`src/rtl/rawlock_pkg.sv`:
```
`timescale 1ns/1ps
package rawlock_pkg;

   // Ahead-of-decode stage order; used as the slice index of the flattened
   // destination bus, youngest producer at index 0.
   typedef enum int unsigned {
      AHEAD_EX  = 0,
      AHEAD_MEM = 1,
      AHEAD_WB  = 2
   } ahead_e;

   localparam int unsigned AHEAD_N = 3;
   localparam int unsigned SRC_N   = 2;

   // Stages whose match may hold decode. With split-cycle register file
   // access the write-back producer is already readable.
   function automatic logic [AHEAD_N-1:0] live_stages(input bit wb_same_cycle);
      logic [AHEAD_N-1:0] m;
      m = '1;
      if (wb_same_cycle) m[int'(AHEAD_WB)] = 1'b0;
      return m;
   endfunction

endpackage

```
`src/rtl/rawlock_cmp.sv`:
```
`timescale 1ns/1ps
module rawlock_cmp #(
   parameter int unsigned AW        = 5,
   parameter bit          ZERO_SKIP = 1'b1
) (
   input  logic [AW-1:0] src,
   input  logic          src_use,
   input  logic [AW-1:0] dst,
   input  logic          dst_vld,
   input  logic          dst_wen,
   output logic          hit
);

   logic dst_real;

   generate
      if (ZERO_SKIP) begin : g_zero_fixed
         assign dst_real = |dst;
      end else begin : g_zero_plain
         assign dst_real = 1'b1;
      end
   endgenerate

   assign hit = src_use & dst_vld & dst_wen & dst_real & (src == dst);

endmodule

```
`src/rtl/rawlock_src.sv`:
```
`timescale 1ns/1ps
module rawlock_src #(
   parameter int unsigned        AW        = 5,
   parameter int unsigned        NSTG      = 3,
   parameter logic [NSTG-1:0]    LIVE_MASK = '1,
   parameter bit                 ZERO_SKIP = 1'b1
) (
   input  logic [AW-1:0]      src,
   input  logic               src_use,
   input  logic [NSTG*AW-1:0] dst_flat,
   input  logic [NSTG-1:0]    dst_vld,
   input  logic [NSTG-1:0]    dst_wen,
   output logic               hit
);

   logic [NSTG-1:0] stg_hit;

   generate
      for (genvar g = 0; g < NSTG; g++) begin : g_stage
         rawlock_cmp #(
            .AW        (AW),
            .ZERO_SKIP (ZERO_SKIP)
         ) u_cmp (
            .src     (src),
            .src_use (src_use),
            .dst     (dst_flat[g*AW +: AW]),
            .dst_vld (dst_vld[g]),
            .dst_wen (dst_wen[g]),
            .hit     (stg_hit[g])
         );
      end
   endgenerate

   assign hit = |(stg_hit & LIVE_MASK);

endmodule

```
`src/rtl/rawlock_holdcnt.sv`:
```
`timescale 1ns/1ps
module rawlock_holdcnt #(
   parameter int unsigned CW = 3
) (
   input  logic          clk,
   input  logic          rst_n,
   input  logic          stall,
   output logic [CW-1:0] cnt
);

   localparam logic [CW-1:0] CNT_TOP = '1;

   always_ff @(posedge clk or negedge rst_n) begin
      if (!rst_n) begin
         cnt <= '0;
      end else if (!stall) begin
         cnt <= '0;
      end else if (cnt != CNT_TOP) begin
         cnt <= cnt + 1'b1;
      end
   end

endmodule

```
`src/rtl/rawlock_unit.sv`:
```
`timescale 1ns/1ps
module rawlock_unit
   import rawlock_pkg::*;
#(
   parameter int unsigned REG_AW         = 5,
   parameter int unsigned CNT_W          = 3,
   parameter bit          WB_SAME_CYCLE  = 1'b1,
   parameter bit          ZERO_REG_FIXED = 1'b1
) (
   input  logic              clk,
   input  logic              rst_n,
   input  logic [REG_AW-1:0] id_rs_a,
   input  logic              id_rs_a_use,
   input  logic [REG_AW-1:0] id_rs_b,
   input  logic              id_rs_b_use,
   input  logic              ex_vld,
   input  logic              ex_wen,
   input  logic [REG_AW-1:0] ex_rd,
   input  logic              mem_vld,
   input  logic              mem_wen,
   input  logic [REG_AW-1:0] mem_rd,
   input  logic              wb_vld,
   input  logic              wb_wen,
   input  logic [REG_AW-1:0] wb_rd,
   output logic              stall_fetch,
   output logic              bubble_ex,
   output logic [CNT_W-1:0]  hold_count
);

   localparam int unsigned       NSTG      = AHEAD_N;
   localparam int unsigned       NSRC      = SRC_N;
   localparam logic [NSTG-1:0]   LIVE_MASK = live_stages(WB_SAME_CYCLE);

   generate
      if (REG_AW < 1 || REG_AW > 16) begin : g_bad_aw
         $error("rawlock_unit: REG_AW must lie in 1..16");
      end
      if (CNT_W < 2 || CNT_W > 16) begin : g_bad_cw
         $error("rawlock_unit: CNT_W must lie in 2..16");
      end
   endgenerate

   // Flattened producer descriptors, indexed by ahead_e.
   logic [NSTG*REG_AW-1:0] dst_flat;
   logic [NSTG-1:0]        dst_vld;
   logic [NSTG-1:0]        dst_wen;

   assign dst_flat[int'(AHEAD_EX)*REG_AW  +: REG_AW] = ex_rd;
   assign dst_flat[int'(AHEAD_MEM)*REG_AW +: REG_AW] = mem_rd;
   assign dst_flat[int'(AHEAD_WB)*REG_AW  +: REG_AW] = wb_rd;
   assign dst_vld = {wb_vld, mem_vld, ex_vld};
   assign dst_wen = {wb_wen, mem_wen, ex_wen};

   logic [REG_AW-1:0] src_num [NSRC];
   logic [NSRC-1:0]   src_use;
   logic [NSRC-1:0]   src_hit;

   assign src_num[0] = id_rs_a;
   assign src_num[1] = id_rs_b;
   assign src_use    = {id_rs_b_use, id_rs_a_use};

   generate
      for (genvar s = 0; s < NSRC; s++) begin : g_src
         rawlock_src #(
            .AW        (REG_AW),
            .NSTG      (NSTG),
            .LIVE_MASK (LIVE_MASK),
            .ZERO_SKIP (ZERO_REG_FIXED)
         ) u_src (
            .src      (src_num[s]),
            .src_use  (src_use[s]),
            .dst_flat (dst_flat),
            .dst_vld  (dst_vld),
            .dst_wen  (dst_wen),
            .hit      (src_hit[s])
         );
      end
   endgenerate

   logic hold_req;
   assign hold_req    = |src_hit;
   assign stall_fetch = hold_req;
   assign bubble_ex   = hold_req;

   rawlock_holdcnt #(
      .CW (CNT_W)
   ) u_holdcnt (
      .clk   (clk),
      .rst_n (rst_n),
      .stall (hold_req),
      .cnt   (hold_count)
   );

endmodule

```
`config.mk`:
```
export PLATFORM = sky130hd
export DESIGN_NAME = rawlock_unit
export DESIGN_NICKNAME = d
export VERILOG_FILES = /design/src/rtl/rawlock_pkg.sv /design/src/rtl/rawlock_cmp.sv /design/src/rtl/rawlock_src.sv /design/src/rtl/rawlock_holdcnt.sv /design/src/rtl/rawlock_unit.sv
export SDC_FILE = /design/constraint.sdc
export NUM_CORES = 1
export LEC_CHECK = 0
export ABC_AREA = 1
export CAP_MARGIN = 20
export CORE_MARGIN = 2
export CORE_UTILIZATION = 36
export DETAILED_ROUTE_END_ITERATION = 10
export PLACE_DENSITY_LB_ADDON = 0.3
export SLEW_MARGIN = 20
export SYNTH_ARGS = -nofsm -noshare
export SYNTH_HDL_FRONTEND = slang
export SYNTH_SLANG_ARGS = --single-unit
export TNS_END_PERCENT = 10
```
`constraint.sdc`:
```
create_clock -name clk -period 2.7 [get_ports clk]
set_input_delay 0.54 -clock clk [delete_from_list [all_inputs] [get_ports clk]]
set_output_delay 0.54 -clock clk [all_outputs]
set_load 0.005 [all_outputs]
```
### Yosys cells after proc, flatten, opt, wreduce, memory -nomap -nowiden

Cells that the tools add are included.

| word-level totals | value |
|---|---|
| register bits | 3 |
| logic and storage cells | 29 |

| cells by class | value |
|---|---|
| $add $sub $neg | 1 |
| multiplexer cells | 2 |
| reduce and logical (&&, ||, !) cells | 3 |
| bitwise logic cells | 16 |
| equal/unequal tests | 6 |

Operators by type and width:

| cell | count |
|---|---|
| 5-bit equality test | 4 |
| 1-bit bitwise AND | 16 |
| 5-bit OR reduction | 2 |
| 3-bit two-way mux | 2 |
| 4-bit OR reduction | 1 |
| 3-bit by 1-bit adder with 3-bit output (second input constant) | 1 |
| 3-bit != test (second input constant) | 1 |
| 2-bit != test (second input constant) | 1 |

### Depth between registers and ports, before layout

| depth | value |
|---|---|
| depth in word-level cells | 6 |
| gate-level depth with buffers | 10 |
| gate-level depth less buffers | 9 |

### Modules after synthesis

A second synthesis with hierarchy kept.

| unflattened totals | value |
|---|---|
| cells, all modules | 158 |
| area, all modules | 705.7 sq um |

Modules (own cells, without submodules):

| module | sequential area each (sq um) | area each (sq um) | instances | cells each |
|---|---|---|---|---|
| rawlock_cmp | 0.0 | 128.9 | 4 | 33 |
| rawlock_holdcnt | 75.1 | 148.9 | 1 | 16 |
| rawlock_src | 0.0 | 11.3 | 2 | 3 |
| rawlock_unit | 0.0 | 18.8 | 1 | 4 |

### Least setup slack after synthesis

OpenSTA, ideal clock, no wires.

| path | value |
|---|---|
| path type | in2out |
| from | input mem_rd[1] |
| to | output stall_fetch |
| arrival time | 1.375 ns |
| stages on the path | 8 |
| buffers on the path | 1 |
| slack | 0.785 ns |
| cell sequence | or2_1 > nor2_2 > nor2_1 > nand2_1 > nand2_1 > nor2_2 > inv_1 > buf_4 |

| between the ends | value |
|---|---|
| word-level cells in the longest chain between the ends | 4 |

RTL lines:

| element | line | RTL |
|---|---|---|
| from (decl) | rawlock_unit.sv:21 | `input logic [REG_AW-1:0] mem_rd,` |
| 5-bit OR reduction | rawlock_cmp.sv:18 | `assign dst_real = \|dst;` |
| 1-bit bitwise AND (2 in a row) | rawlock_cmp.sv:24 | `assign hit = src_use & dst_vld & dst_wen & dst_real & (src == dst);` |
| 4-bit OR reduction (*) | rawlock_unit.sv:81 | `assign hold_req = \|src_hit;` |
| to (decl) | rawlock_unit.sv:25 | `output logic stall_fetch,` |

Every way passes the cells marked *; elsewhere a longest branch is shown, timed or not.

### Worst setup path after layout

| path | value |
|---|---|
| from | input ex_rd[2] |
| to | output stall_fetch |

| between the ends | value |
|---|---|
| word-level cells in the longest chain between the ends | 4 |

RTL lines:

| element | line | RTL |
|---|---|---|
| from (decl) | rawlock_unit.sv:18 | `input logic [REG_AW-1:0] ex_rd,` |
| 5-bit OR reduction | rawlock_cmp.sv:18 |  |
| 1-bit bitwise AND (2 in a row) | rawlock_cmp.sv:24 |  |
| 4-bit OR reduction (*) | rawlock_unit.sv:81 |  |

Marked as above.

==> summary.md <==
| Metric | Value |
|---|---|
| Startpoint types | `input pin` |
| Syn_nets | `about 130` |
| Relative slew slack | `between 80% and 90%` |
| R2R setup slack | `1.47 ns` |
| Worst endpoint required time | `2.16 ns` |
| Vias per cell | `4.44` |
| Sequential area share after synthesis | `13.8%` |
| Reg2reg end | `u_holdcnt.cnt[1]` |
| Final Setup Violations | `0` |
| Synth Warn # | `0` |
| Period minus WS final | `2.33 ns` |
| Starting density of the core | `about 37%` |
| Synthesized instance count | `between 90 and 100` |
| Tcrit/Tclk final | `86.1%` |
| Slew Viols, Final | `0` |
| HPWL Detailed | `roughly 1.1 mm` |
| Leak pwr | `0.593 nW` |
| Max IR drop VDD | `180 uV` |
| Total CTS buffers | `3` |
| Worst-path clk slew | `approximately 0.040 ns` |
| Largest net degree at the start of global routing | `5` |
| Max Cap Viol | `0` |
| Max Clk Rate | `between 400 and 500 MHz` |
| Layout area overhead | `74.7%` |
| Max FFs per register | `3` |
| R2r startpoint | `u_holdcnt.cnt[0]` |
| Drt first pass iters | `4` |
| RSZ-0062 raised after global routing | `false` |
| Die height | `42.8 um` |
| GRT overflow | `0` |
| Layout fillers | `approximately 140` |
| Post-Syn Area | `~540 um^2` |
| Cell mode on critical path | `nand2_1` |
| Antenna Violating Nets Remaining | `0` |
| Routing usage on met1 | `between 10% and 20%` |
| Post-CTS setup buffer count | `0` |
| CP top delay family | `buffers and inverters` |
| Crit path max-delay cell type | `clkdlybuf4s50_1` |
| Hold buffers post-CTS | `0` |
| FP Rows | `14` |
| Top Ports | `40` |
| PwrDens | `roughly 240 nW/um^2` |
| Worst path cell trace | `clkdlybuf4s50_1, nor2_1, nand2_1, nor2_2, nor2_1, nand2_1, nand2_1, nor2_2, inv_1, dlymetal6s2s_1` |
| Routed wire length | `between 1 and 1.5 mm` |
| H-Tree Depth | `1` |
| Slack of the critical path | `0.375 ns` |
| Placed cell area | `about 880 um^2` |
| Tot Pwr | `between 0.2 and 0.25 mW` |
| Netlist cell types | `14` |
| Die ar. | `~1800 um^2` |
| Worst Reg-to-Reg Cells | `4` |
| Total GRT Usage | `approximately 15%` |
| Worst setup EP type | `output pin` |
| Final Hold Fails | `0` |
| CP peak stage delay | `between 0.4 and 0.5 ns` |
| Finished Cell Area | `about 950 um^2` |
| Clock root buffer | `clkbuf_4` |
| Largest registers | `u_holdcnt.cnt: 3 flops` |
| RD Place Congestion | `between 0.7 and 0.8` |
| Share of cells above drive strength 1 | `under 10%` |
| Crit-path max FO | `4` |
| Clock sink count | `3` |
| Grt met3 use | `0.426%` |
| Core area | `around 1500 um^2` |
| Arr. time, crit path | `between 1.5 and 2 ns` |
| Final core utilization | `around 65%` |
| Port Buffer Count | `32` |
| Yosys reg bits | `3` |
| Initial antenna violation count | `0` |
| First-pass GRT wire length | `approximately 2.1 mm` |
| Worst skew pair latency | `approximately 0.24 ns` |
| GRT busiest layer | `met2` |
| TNS Setup | `0 ns` |
| Routed len/inst | `about 9.6 um` |
| Worst slew pin tran | `approximately 0.15 ns` |
| Worst Path Buf+Inv | `3` |
| HP Class | `input pin to asynchronous set/reset pin` |
| Layout Cells excl Fill | `146` |
| CTS tree | `built` |
| Syn Area/Cell | `5.78 um^2` |
| Die X | `about 43 um` |
| Met2 GRT Util | `roughly 32%` |
| Worst Setup Path Type | `input pin to output pin` |
| Antenna cells | `0` |
| Worst Hold Slack | `about 0.48 ns` |
| Inst Count DP | `142` |
| Dpl ws | `-0.0334 ns` |
| DRC | `0` |
| Outcome | `completed` |
| Clk buf depth | `2` |
| Total number of vias | `roughly 650` |
| Initial DRC Count | `5` |
| Post-layout nets | `around 170` |
| Post-route clock skew | `just under 0.007 ns` |
| Number of global-route vias before repair | `624` |
| Top reg by flops | `u_holdcnt.cnt` |
-- cells in the mapped netlist --
cell | count | area, um^2
inv_1 | 14 | 52.6
nor2_2 | 2 | 12.5
mux2i_1 | 2 | 20.0
nand3_1 | 1 | 5.00
o21ai_0 | 1 | 5.00
buf_4 | 1 | 7.51
dfrtp_1 | 3 | 75.1
or2_1 | 1 | 6.26
xor2_1 | 1 | 8.76
ha_1 | 2 | 25.0
xnor2_1 | 15 | 131
nor2_1 | 19 | 71.3
nand2_1 | 31 | 116
nand4_1 | 1 | 6.26
-- report_power, final --
| part | internal (mW) | switching (mW) |
|---|---|---|
| Clock | 0.0556 | 0.0270 |
| Combinational | 0.0561 | 0.0387 |
| Sequential | 0.0455 | 0.000329 |
| Total | 0.157 | 0.0660 |
-- kinds of logic after synthesis --
group	share of synthesized area, %
adder cells (fa/ha/maj)	4.61
buffers and inverters	11.1
flip-flops	13.8
AO/OA/AOI/OAI	0.921
AND/OR/NAND/NOR	40.1
multiplexers	3.69
XOR/XNOR	25.8
-- per-layer routing --
layer	wire [um]	vias up
li1	-	348
met4	0	0
met3	87	0
met2	746	26
met1	569	274
met5	0	-
-- how the worst max path moves through the flow --
stage                   start          end  slack [ns]  cells past startpoint
CTS                 mem_rd[2]  stall_fetch       0.007                      9
finish               ex_rd[2]  stall_fetch        0.37                     10
global route         ex_rd[2]    bubble_ex        0.25                     10
floorplan           mem_rd[1]  stall_fetch        0.79                      8
detailed placement  mem_rd[1]  stall_fetch       -0.03                      9
global placement    mem_rd[1]  stall_fetch       -0.01                      9
-- layout make-up --
type / instances / area, um^2 / area share (%)
multi-input cells: 76 / 415 / 43.8
well taps: 16 / 20.0 / 2.11
repair buffers: 33 / 359 / 37.9
clock buffers: 4 / 26.3 / 2.77
inverters: 14 / 52.6 / 5.54
flip-flops and latches: 3 / 75.1 / 7.92
-- worst register-to-register path, stage by stage (launching register included) --
cell	delay, ns
dfrtp_1	0.40
ha_1	0.21
ha_1	0.24
mux2i_1	0.19
nor2_1	0.07
-- layout by cell type (no fill, tap or decap), drive strengths merged --
cell	Yosys	routed
buf	1	1
dfrtp	3	3
clkbuf	0	4
or2	1	1
dlygate4sd2	0	3
nand3	1	1
dlymetal6s2s	0	14
nand4	1	1
ha	2	2
xor2	1	1
nor2	21	21
o21ai	1	1
xnor2	15	15
nand2	31	31
mux2i	2	2
clkdlybuf4s50	0	15
inv	14	14
-- timing repair --
action                                  4_1_cts  5_1_grt
endpoints found under the setup margin        2        2
pin swaps                                     0        5
gates resized for setup                       3       17
Power figures use the tool's default switching activity.
